<file path="src/rtl/idle_smi_pkg.sv">
package idle_smi_pkg;

  localparam int REG_AW = 6;

  localparam logic [REG_AW-1:0] OFS_CTRL = 6'd0;
  localparam logic [REG_AW-1:0] OFS_TEN  = 6'd1;
  localparam logic [REG_AW-1:0] OFS_STAT = 6'd2;

  // per-timer sub-offsets inside a 4-word slot starting at 4*(i+1)
  localparam logic [1:0] SUB_COUNT = 2'd0;
  localparam logic [1:0] SUB_BASE  = 2'd1;
  localparam logic [1:0] SUB_WIN   = 2'd2;
  localparam logic [1:0] SUB_LIVE  = 2'd3;

  typedef struct packed {
    logic adv_mode;
    logic idle_en;
    logic pm_en;
  } bank_ctrl_t;

endpackage

</file>
<file path="src/rtl/idle_window.sv">
module idle_window #(
  parameter int ADDR_W = 16
) (
  input  logic              strobe,
  input  logic              acc_mem,
  input  logic [ADDR_W-1:0] acc_addr,
  input  logic [ADDR_W-1:0] win_base,
  input  logic [ADDR_W-1:0] win_mask,
  input  logic              win_mem,
  output logic              hit_o
);

  logic space_ok;
  logic addr_ok;

  assign space_ok = (acc_mem == win_mem);
  assign addr_ok  = ((acc_addr & ~win_mask) == win_base);
  assign hit_o    = strobe && space_ok && addr_ok;

endmodule

</file>
<file path="src/rtl/idle_timer.sv">
module idle_timer #(
  parameter int CNT_W = 16
) (
  input  logic             clk,
  input  logic             rst_n,
  input  logic             run,
  input  logic             tick,
  input  logic             hit,
  input  logic             ld_wr,
  input  logic [CNT_W-1:0] ld_val,
  input  logic [CNT_W-1:0] reload_val,
  output logic [CNT_W-1:0] cnt_o,
  output logic             expire_o
);

  logic [CNT_W-1:0] cnt_q;
  logic [CNT_W-1:0] cnt_d;
  logic             cnt_en;

  always_comb begin
    cnt_d    = cnt_q;
    cnt_en   = 1'b0;
    expire_o = 1'b0;
    if (ld_wr) begin
      cnt_d  = ld_val;
      cnt_en = 1'b1;
    end else if (run && hit) begin
      cnt_d  = reload_val;
      cnt_en = 1'b1;
    end else if (run && tick && (cnt_q != '0)) begin
      cnt_d    = cnt_q - CNT_W'(1);
      cnt_en   = 1'b1;
      expire_o = (cnt_q == CNT_W'(1));
    end
  end

  always_ff @(posedge clk or negedge rst_n) begin
    if (!rst_n) begin
      cnt_q <= '0;
    end else if (cnt_en) begin
      cnt_q <= cnt_d;
    end
  end

  assign cnt_o = cnt_q;

  AST_FREEZE_HOLD: assert property (@(posedge clk) disable iff (!rst_n)
    (!run && !ld_wr) |=> $stable(cnt_q));
  AST_RELOAD_VALUE: assert property (@(posedge clk) disable iff (!rst_n)
    (run && hit && !ld_wr) |=> (cnt_q == $past(reload_val)));
  AST_EXPIRE_ZERO: assert property (@(posedge clk) disable iff (!rst_n)
    expire_o |=> (cnt_q == '0));
  AST_ZERO_STAYS: assert property (@(posedge clk) disable iff (!rst_n)
    (!hit && !ld_wr && (cnt_q == '0)) |=> (cnt_q == '0));

endmodule

</file>
<file path="src/rtl/idle_status.sv">
module idle_status #(
  parameter int N_DEV = 3
) (
  input  logic             clk,
  input  logic             rst_n,
  input  logic [N_DEV-1:0] expire_i,
  input  logic             clr_wr,
  input  logic [N_DEV-1:0] clr_dev,
  input  logic             clr_top,
  output logic [N_DEV-1:0] stat_o,
  output logic             top_o
);

  logic [N_DEV-1:0] stat_q;
  logic [N_DEV-1:0] stat_d;
  logic             top_q;
  logic             top_d;
  logic             any_exp;

  assign any_exp = |expire_i;

  always_comb begin
    stat_d = stat_q;
    top_d  = top_q;
    if (clr_wr) begin
      stat_d = stat_d & ~clr_dev;
      top_d  = top_d & ~clr_top;
    end
    stat_d = stat_d | expire_i;
    top_d  = top_d | any_exp;
  end

  always_ff @(posedge clk or negedge rst_n) begin
    if (!rst_n) begin
      stat_q <= '0;
      top_q  <= 1'b0;
    end else begin
      stat_q <= stat_d;
      top_q  <= top_d;
    end
  end

  assign stat_o = stat_q;
  assign top_o  = top_q;

  AST_TOP_ON_EXPIRE: assert property (@(posedge clk) disable iff (!rst_n)
    any_exp |=> top_q);
  AST_TOP_W1C: assert property (@(posedge clk) disable iff (!rst_n)
    (clr_wr && clr_top && !any_exp) |=> !top_q);
  AST_DEV_NEEDS_TOP: assert property (@(posedge clk) disable iff (!rst_n)
    ($rose(|stat_q)) |-> top_q);

endmodule

</file>
<file path="src/rtl/idle_smi_bank.sv">
module idle_smi_bank
  import idle_smi_pkg::*;
#(
  parameter int          N_DEV     = 3,
  parameter int          CNT_W     = 16,
  parameter int          ADDR_W    = 16,
  parameter bit          VID_FIXED = 1'b1,
  parameter logic [15:0] VID_BASE  = 16'hA000,
  parameter logic [15:0] VID_MASK  = 16'h1FFF,
  parameter bit          VID_MEM   = 1'b1
) (
  input  logic              clk,
  input  logic              rst_n,
  input  logic              reg_we,
  input  logic [5:0]        reg_addr,
  input  logic [ADDR_W:0]   reg_wdata,
  output logic [ADDR_W:0]   reg_rdata,
  input  logic              acc_vld,
  input  logic              acc_mem,
  input  logic [ADDR_W-1:0] acc_addr,
  input  logic              tick,
  output logic              smi_o
);

  localparam int REG_W = ADDR_W + 1;
  localparam int TOP_BIT = REG_W - 1;

  initial begin
    if (N_DEV < 1 || N_DEV > 14) $error("N_DEV must lie in 1..14");
    if (CNT_W > REG_W) $error("CNT_W must not exceed register width");
  end

  bank_ctrl_t        ctrl_q;
  logic [N_DEV-1:0]  ten_q;
  logic              ctrl_wr;
  logic              ten_wr;
  logic              stat_wr;
  logic              run_all;

  logic [CNT_W-1:0]  prog_cnt [N_DEV];
  logic [CNT_W-1:0]  live_cnt [N_DEV];
  logic [ADDR_W-1:0] base_v   [N_DEV];
  logic [REG_W-1:0]  win_v    [N_DEV];
  logic [N_DEV-1:0]  expire;
  logic [N_DEV-1:0]  stat;
  logic              top_stat;

  assign ctrl_wr = reg_we && (reg_addr == OFS_CTRL);
  assign ten_wr  = reg_we && (reg_addr == OFS_TEN);
  assign stat_wr = reg_we && (reg_addr == OFS_STAT);

  always_ff @(posedge clk or negedge rst_n) begin
    if (!rst_n) begin
      ctrl_q <= '0;
    end else if (ctrl_wr) begin
      ctrl_q <= bank_ctrl_t'(reg_wdata[2:0]);
    end
  end

  always_ff @(posedge clk or negedge rst_n) begin
    if (!rst_n) begin
      ten_q <= '0;
    end else if (ten_wr) begin
      ten_q <= reg_wdata[N_DEV-1:0];
    end
  end

  assign run_all = ctrl_q.pm_en && ctrl_q.idle_en && !ctrl_q.adv_mode;

  for (genvar g = 0; g < N_DEV; g++) begin : g_tmr
    logic             slot_sel;
    logic             cnt_wr;
    logic             hit;
    logic [CNT_W-1:0] count_q;

    assign slot_sel = reg_we && (reg_addr[5:2] == 4'(g + 1));
    assign cnt_wr   = slot_sel && (reg_addr[1:0] == SUB_COUNT);

    always_ff @(posedge clk or negedge rst_n) begin
      if (!rst_n) begin
        count_q <= '0;
      end else if (cnt_wr) begin
        count_q <= reg_wdata[CNT_W-1:0];
      end
    end
    assign prog_cnt[g] = count_q;

    if (g == 0 && VID_FIXED) begin : g_video
      assign base_v[g] = ADDR_W'(VID_BASE);
      assign win_v[g]  = {VID_MEM, ADDR_W'(VID_MASK)};
    end else begin : g_prog
      logic [ADDR_W-1:0] base_q;
      logic [REG_W-1:0]  win_q;
      logic              base_wr;
      logic              win_wr;

      assign base_wr = slot_sel && (reg_addr[1:0] == SUB_BASE);
      assign win_wr  = slot_sel && (reg_addr[1:0] == SUB_WIN);

      always_ff @(posedge clk or negedge rst_n) begin
        if (!rst_n) begin
          base_q <= '0;
        end else if (base_wr) begin
          base_q <= reg_wdata[ADDR_W-1:0];
        end
      end

      always_ff @(posedge clk or negedge rst_n) begin
        if (!rst_n) begin
          win_q <= '0;
        end else if (win_wr) begin
          win_q <= reg_wdata;
        end
      end

      assign base_v[g] = base_q;
      assign win_v[g]  = win_q;
    end

    idle_window #(.ADDR_W(ADDR_W)) u_win (
      .strobe   (acc_vld),
      .acc_mem  (acc_mem),
      .acc_addr (acc_addr),
      .win_base (base_v[g]),
      .win_mask (win_v[g][ADDR_W-1:0]),
      .win_mem  (win_v[g][ADDR_W]),
      .hit_o    (hit)
    );

    idle_timer #(.CNT_W(CNT_W)) u_tmr (
      .clk        (clk),
      .rst_n      (rst_n),
      .run        (run_all && ten_q[g]),
      .tick       (tick),
      .hit        (hit),
      .ld_wr      (cnt_wr),
      .ld_val     (reg_wdata[CNT_W-1:0]),
      .reload_val (count_q),
      .cnt_o      (live_cnt[g]),
      .expire_o   (expire[g])
    );
  end

  idle_status #(.N_DEV(N_DEV)) u_stat (
    .clk      (clk),
    .rst_n    (rst_n),
    .expire_i (expire),
    .clr_wr   (stat_wr),
    .clr_dev  (reg_wdata[N_DEV-1:0]),
    .clr_top  (reg_wdata[TOP_BIT]),
    .stat_o   (stat),
    .top_o    (top_stat)
  );

  assign smi_o = ctrl_q.pm_en && (|(stat & ten_q));

  always_comb begin
    reg_rdata = '0;
    if (reg_addr == OFS_CTRL) begin
      reg_rdata[2:0] = ctrl_q;
    end else if (reg_addr == OFS_TEN) begin
      reg_rdata[N_DEV-1:0] = ten_q;
    end else if (reg_addr == OFS_STAT) begin
      reg_rdata[N_DEV-1:0] = stat;
      reg_rdata[TOP_BIT]   = top_stat;
    end
    for (int i = 0; i < N_DEV; i++) begin
      if (reg_addr[5:2] == 4'(i + 1)) begin
        case (reg_addr[1:0])
          SUB_COUNT: reg_rdata[CNT_W-1:0]  = prog_cnt[i];
          SUB_BASE:  reg_rdata[ADDR_W-1:0] = base_v[i];
          SUB_WIN:   reg_rdata             = win_v[i];
          default:   reg_rdata[CNT_W-1:0]  = live_cnt[i];
        endcase
      end
    end
  end

  AST_SMI_HAS_SOURCE: assert property (@(posedge clk) disable iff (!rst_n)
    smi_o |-> (|stat));
  AST_INERT_NO_EXPIRE: assert property (@(posedge clk) disable iff (!rst_n)
    (!run_all) |-> (expire == '0));

endmodule

</file>
<file path="config.mk">
export PLATFORM = sky130hd
export DESIGN_NAME = idle_smi_bank
export DESIGN_NICKNAME = d
export VERILOG_FILES = /design/src/rtl/idle_smi_pkg.sv /design/src/rtl/idle_window.sv /design/src/rtl/idle_timer.sv /design/src/rtl/idle_status.sv /design/src/rtl/idle_smi_bank.sv
export SDC_FILE = /design/constraint.sdc
export NUM_CORES = 1
export LEC_CHECK = 0
export BUFFER_PORTS_ARGS = -buffer_cell sky130_fd_sc_hd__buf_2
export CORE_MARGIN = 2
export CORE_UTILIZATION = 50
export CTS_CLUSTER_DIAMETER = 50
export DETAILED_ROUTE_END_ITERATION = 12
export PLACE_DENSITY = 0.68
export SETUP_SLACK_MARGIN = 0.5
export SLEW_MARGIN = 20
export SYNTH_ARGS = -nofsm -noshare
export SYNTH_HDL_FRONTEND = slang
export SYNTH_SLANG_ARGS = --single-unit
</file>
<file path="constraint.sdc">
create_clock -name clk -period 3.15 [get_ports clk]
set_input_delay 0.63 -clock clk [delete_from_list [all_inputs] [get_ports clk]]
set_output_delay 0.63 -clock clk [all_outputs]
set_load 0.02 [all_outputs]
</file>
==> impl_metrics.py <==
metrics = {
    "critical_path": {
        "cp.arrival_ns": 2.16,
        "path_delay_family": "multiplexers",
        "cp.buffers_inverters": 1,
        "end_kind": "primary output",
        "crit_top_cell": "mux4_2",
        "path_class": "flop to primary output",
        "worstPathMaxFanout": 3,
        "critPathRequiredTime_ns": 2.52,
        "r2r_slack_ns": 0.63,
        "critical-path-slowest-cell": "mux4_2",
        "cpPeakStageDelay_ns": 0.51,
        "start_kind": "flop",
        "crit_chain": "mux4_2 -> mux4_2 -> and2_4 -> buf_6",
    },
    "sta": {
        "setup_slack_ns": 0.3624,
        "min_period_ns": 2.788,
        "slew_violations": 0,
        "fin_tns_setup_ns": 0,
        "fmax_mhz": 358.7,
        "hold_violations": 0,
        "finClkSkew_ns": 0.01439,
        "setup_viol": 0,
        "worst-slew-pin-transition_ns": 0.6209,
        "period_share": 0.8850,
        "fin_hold_ws_ns": 0.1638,
        "slew_headroom": 0.5861,
        "rsz0062_at_grt": "true",
    },
    "placed_design": {
        "gp_congestion": 0.9989,
        "dp_hpwl_um": 25250,
        "place_ws_ns": 0.1975,
        "port_buffers": 62,
    },
    "synthesis": {
        "syn_nets": 1122,
        "syn_area_um2": 10300,
        "ys_seq_elements": 172,
        "synthCells": 1068,
        "synth-simple-area-share": 0.2051,
        "synth_top_family_by_area": "simple AND/OR/NAND/NOR gates",
        "synth-xor-area-share": 0.05440,
        "synth.area.mux_share": 0.1709,
        "seq_area_frac_synth": 0.4177,
        "synth.distinct_cells": 63,
        "synthTopCellsByArea": "dfrtp_1 (42%), mux2_2 (8.2%), nand2_1 (7.8%)",
        "synthArstFlopShare": 1.000,
        "synth_compound_area_frac": 0.1114,
        "ys_warn_count": 0,
        "synth_top_area_share": 0.4177,
        "synth_edf_count": 0,
        "synth.largest_area_cell": "dfrtp_1",
        "postSynthAreaPerCell_um2": 9.648,
        "ys.flop_type": "dfrtp_1",
        "synth_fa_ha_area_frac": 0.01093,
    },
    "clock_network": {
        "clkLatencyLatePin_ns": 0.45,
        "clock_path_buffers": 2,
        "hold_buffers": 0,
        "clock-root-buffer": "clkbuf_16",
        "htree_levels": 4,
        "cts.sinks": 172,
        "clkTransAtPathRegs_ns": 0.07,
        "tritoncts": "yes",
        "cts_inserted_buffers": 17,
    },
    "route": {
        "wl_met1_um": 14650,
        "drc_errors": 0,
        "first_pass_iters": 5,
        "ant_nets": 0,
        "wl_per_cell_um": 24.07,
        "top_layer": "met4",
        "routed-wl-met3_um": 2867,
        "drt_iter0_drc": 878,
        "vias": 9008,
        "wl_met2_um": 15430,
        "routed_wl_um": 34640,
        "via_per_inst": 6.260,
    },
    "power": {
        "leakage_uw": 0.005625,
        "seq_power_share": 0.438,
        "power_switching_uw": 2268,
        "peakVddDrop_uv": 361.0,
        "p_sw_frac": 0.3391,
        "power_frac_clock": 0.324,
        "p_int_uw": 4419,
        "combPwrFrac": 0.238,
        "p_per_area_nw_per_um2": 548.9,
    },
    "die": {
        "start_util": 0.5092,
        "core-area_um2": 20230,
        "die-area_um2": 21770,
        "die_h_um": 147.6,
        "row_count": 52,
        "die_x_um": 147.6,
        "io_pins": 63,
    },
    "status": {
        "status": "finished clean",
    },
    "final_layout": {
        "drive_above_1_share": 0.2883,
        "final_cell_mix": "nand2_1 (211), dfrtp_1 (148), mux2_2 (75)",
        "fin_util": 0.6020,
        "fillers": 1711,
        "antennaDiodeCount": 0,
        "area_growth_pct": 18.23,
        "nets": 1210,
        "layout_commonest_cell": "nand2_1",
    },
    "flow_run": {
        "maxCapViolCount": 0,
    },
    "grt": {
        "grt_max_degree": 65,
        "antenna_found_initial": 0,
        "grt_pass1_wl_um": 53070,
        "grt_pass1_vias": 8694,
        "grt_overflow": 0,
        "grt_usage": 0.3255,
    },
    "worst_hold_path": {
        "hold_class": "primary input to asynchronous set/reset pin",
    },
}
-- metal layers --
metal / GRT usage / up-vias
li1: - / 3989
met1: 0.4543 / 4482
met2: 0.4974 / 450
met3: 0.05988 / 87
met4: 0.1466 / 0
met5: 0 / -
-- cells by family (layout without fill, tap and decap cells) --
kind of cell               count (synthesis)  after routing
buffers and inverters                     72            173
xor gates and xnor gates                  64             64
AOI/OAI and AO/OA                        182            182
adders and majority gates                  9              9
muxes                                    129            129
and+or+nand+nor                          440            440
DFF                                      172            172
-- synthesized netlist by cell type (20+ instances only) --
library cell	count
dfrtp_1	172
xnor2_1	49
nand2_1	213
mux2_2	75
mux2i_1	24
mux4_2	30
a21oi_1	20
nor3_1	20
nor2b_1	37
clkbuf_1	35
o21ai_0	71
nand3_1	27
nor2_1	62
-- worst reg2reg max path, cell delays in order (launching register included) --
cell and delay, ns:
dfrtp_2 0.46, or4_4 0.58, or3_4 0.36, nor3_4 0.21
a21o_4 0.20, nand3_4 0.19, buf_4 0.25, nor2_1 0.10
a31oi_1 0.05
-- power by group through the flow --
stage | sequential, uW | combinational [uW] | clock, uW
2_1_floorplan | 2790 | 1050 | 0
3_3_place_gp | 2960 | 1400 | 0
3_5_place_dp | 2970 | 1420 | 0
4_1_cts | 2920 | 1510 | 2190
5_1_grt | 2960 | 1740 | 2270
6_report | 2930 | 1590 | 2170
-- state kept, by name (all words and copies together) (netlist names) --
register,count
ctrl_q,3
g_tmr.count_q,48
g_tmr.g_prog.base_q,32
g_tmr.g_prog.win_q,34
g_tmr.u_tmr.cnt_o,48
ten_q,3
u_stat.stat_o,3
u_stat.top_o,1
-- layout make-up --
type | count | area [um^2] | share of cell area
timing repair buffer | 129 | 1030 | 0.08453
clock inverter | 14 | 152.6 | 0.01253
tap | 270 | 337.8 | 0.02773
inverter | 12 | 45.04 | 0.003698
multi-input combinational | 824 | 5843 | 0.4797
sequential | 172 | 4334 | 0.3558
clock buffer | 18 | 439.2 | 0.03605
-- per-stage QoR --
stage,instance area [um^2],total power [uW],std cells
detailed placement,11090,4388,1382
CTS,12000,6614,1431
global placement,11090,4360,1382
global route,12180,6969,1439
floorplan,10340,3841,1068
finish,12180,6687,1439
-- worst paths after layout --
check,startpoint,endpoint,depth (start not counted)
max in group asynchronous,rst_n,g_tmr[2].u_tmr.cnt_o[11],2
max,g_tmr[2].g_prog.win_q[2],reg_rdata[2],4
max reg2reg,g_tmr[0].u_tmr.cnt_o[9],g_tmr[0].u_tmr.cnt_o[10],8
min,rst_n,g_tmr[2].u_tmr.cnt_o[12],1
min reg2reg,g_tmr[0].count_q[7],g_tmr[0].count_q[7],2
min in group clk,reg_wdata[16],g_tmr[2].g_prog.win_q[16],2
-- what timing repair did --
action | in CTS | in global routing
pin swaps | 10 | 13
endpoints found under the setup margin | 23 | 24
buffers inserted | 15 | 8
gates resized for setup | 44 | 50
cloned | 2 | 0
Note: power is estimated with default switching activity, not from simulation.
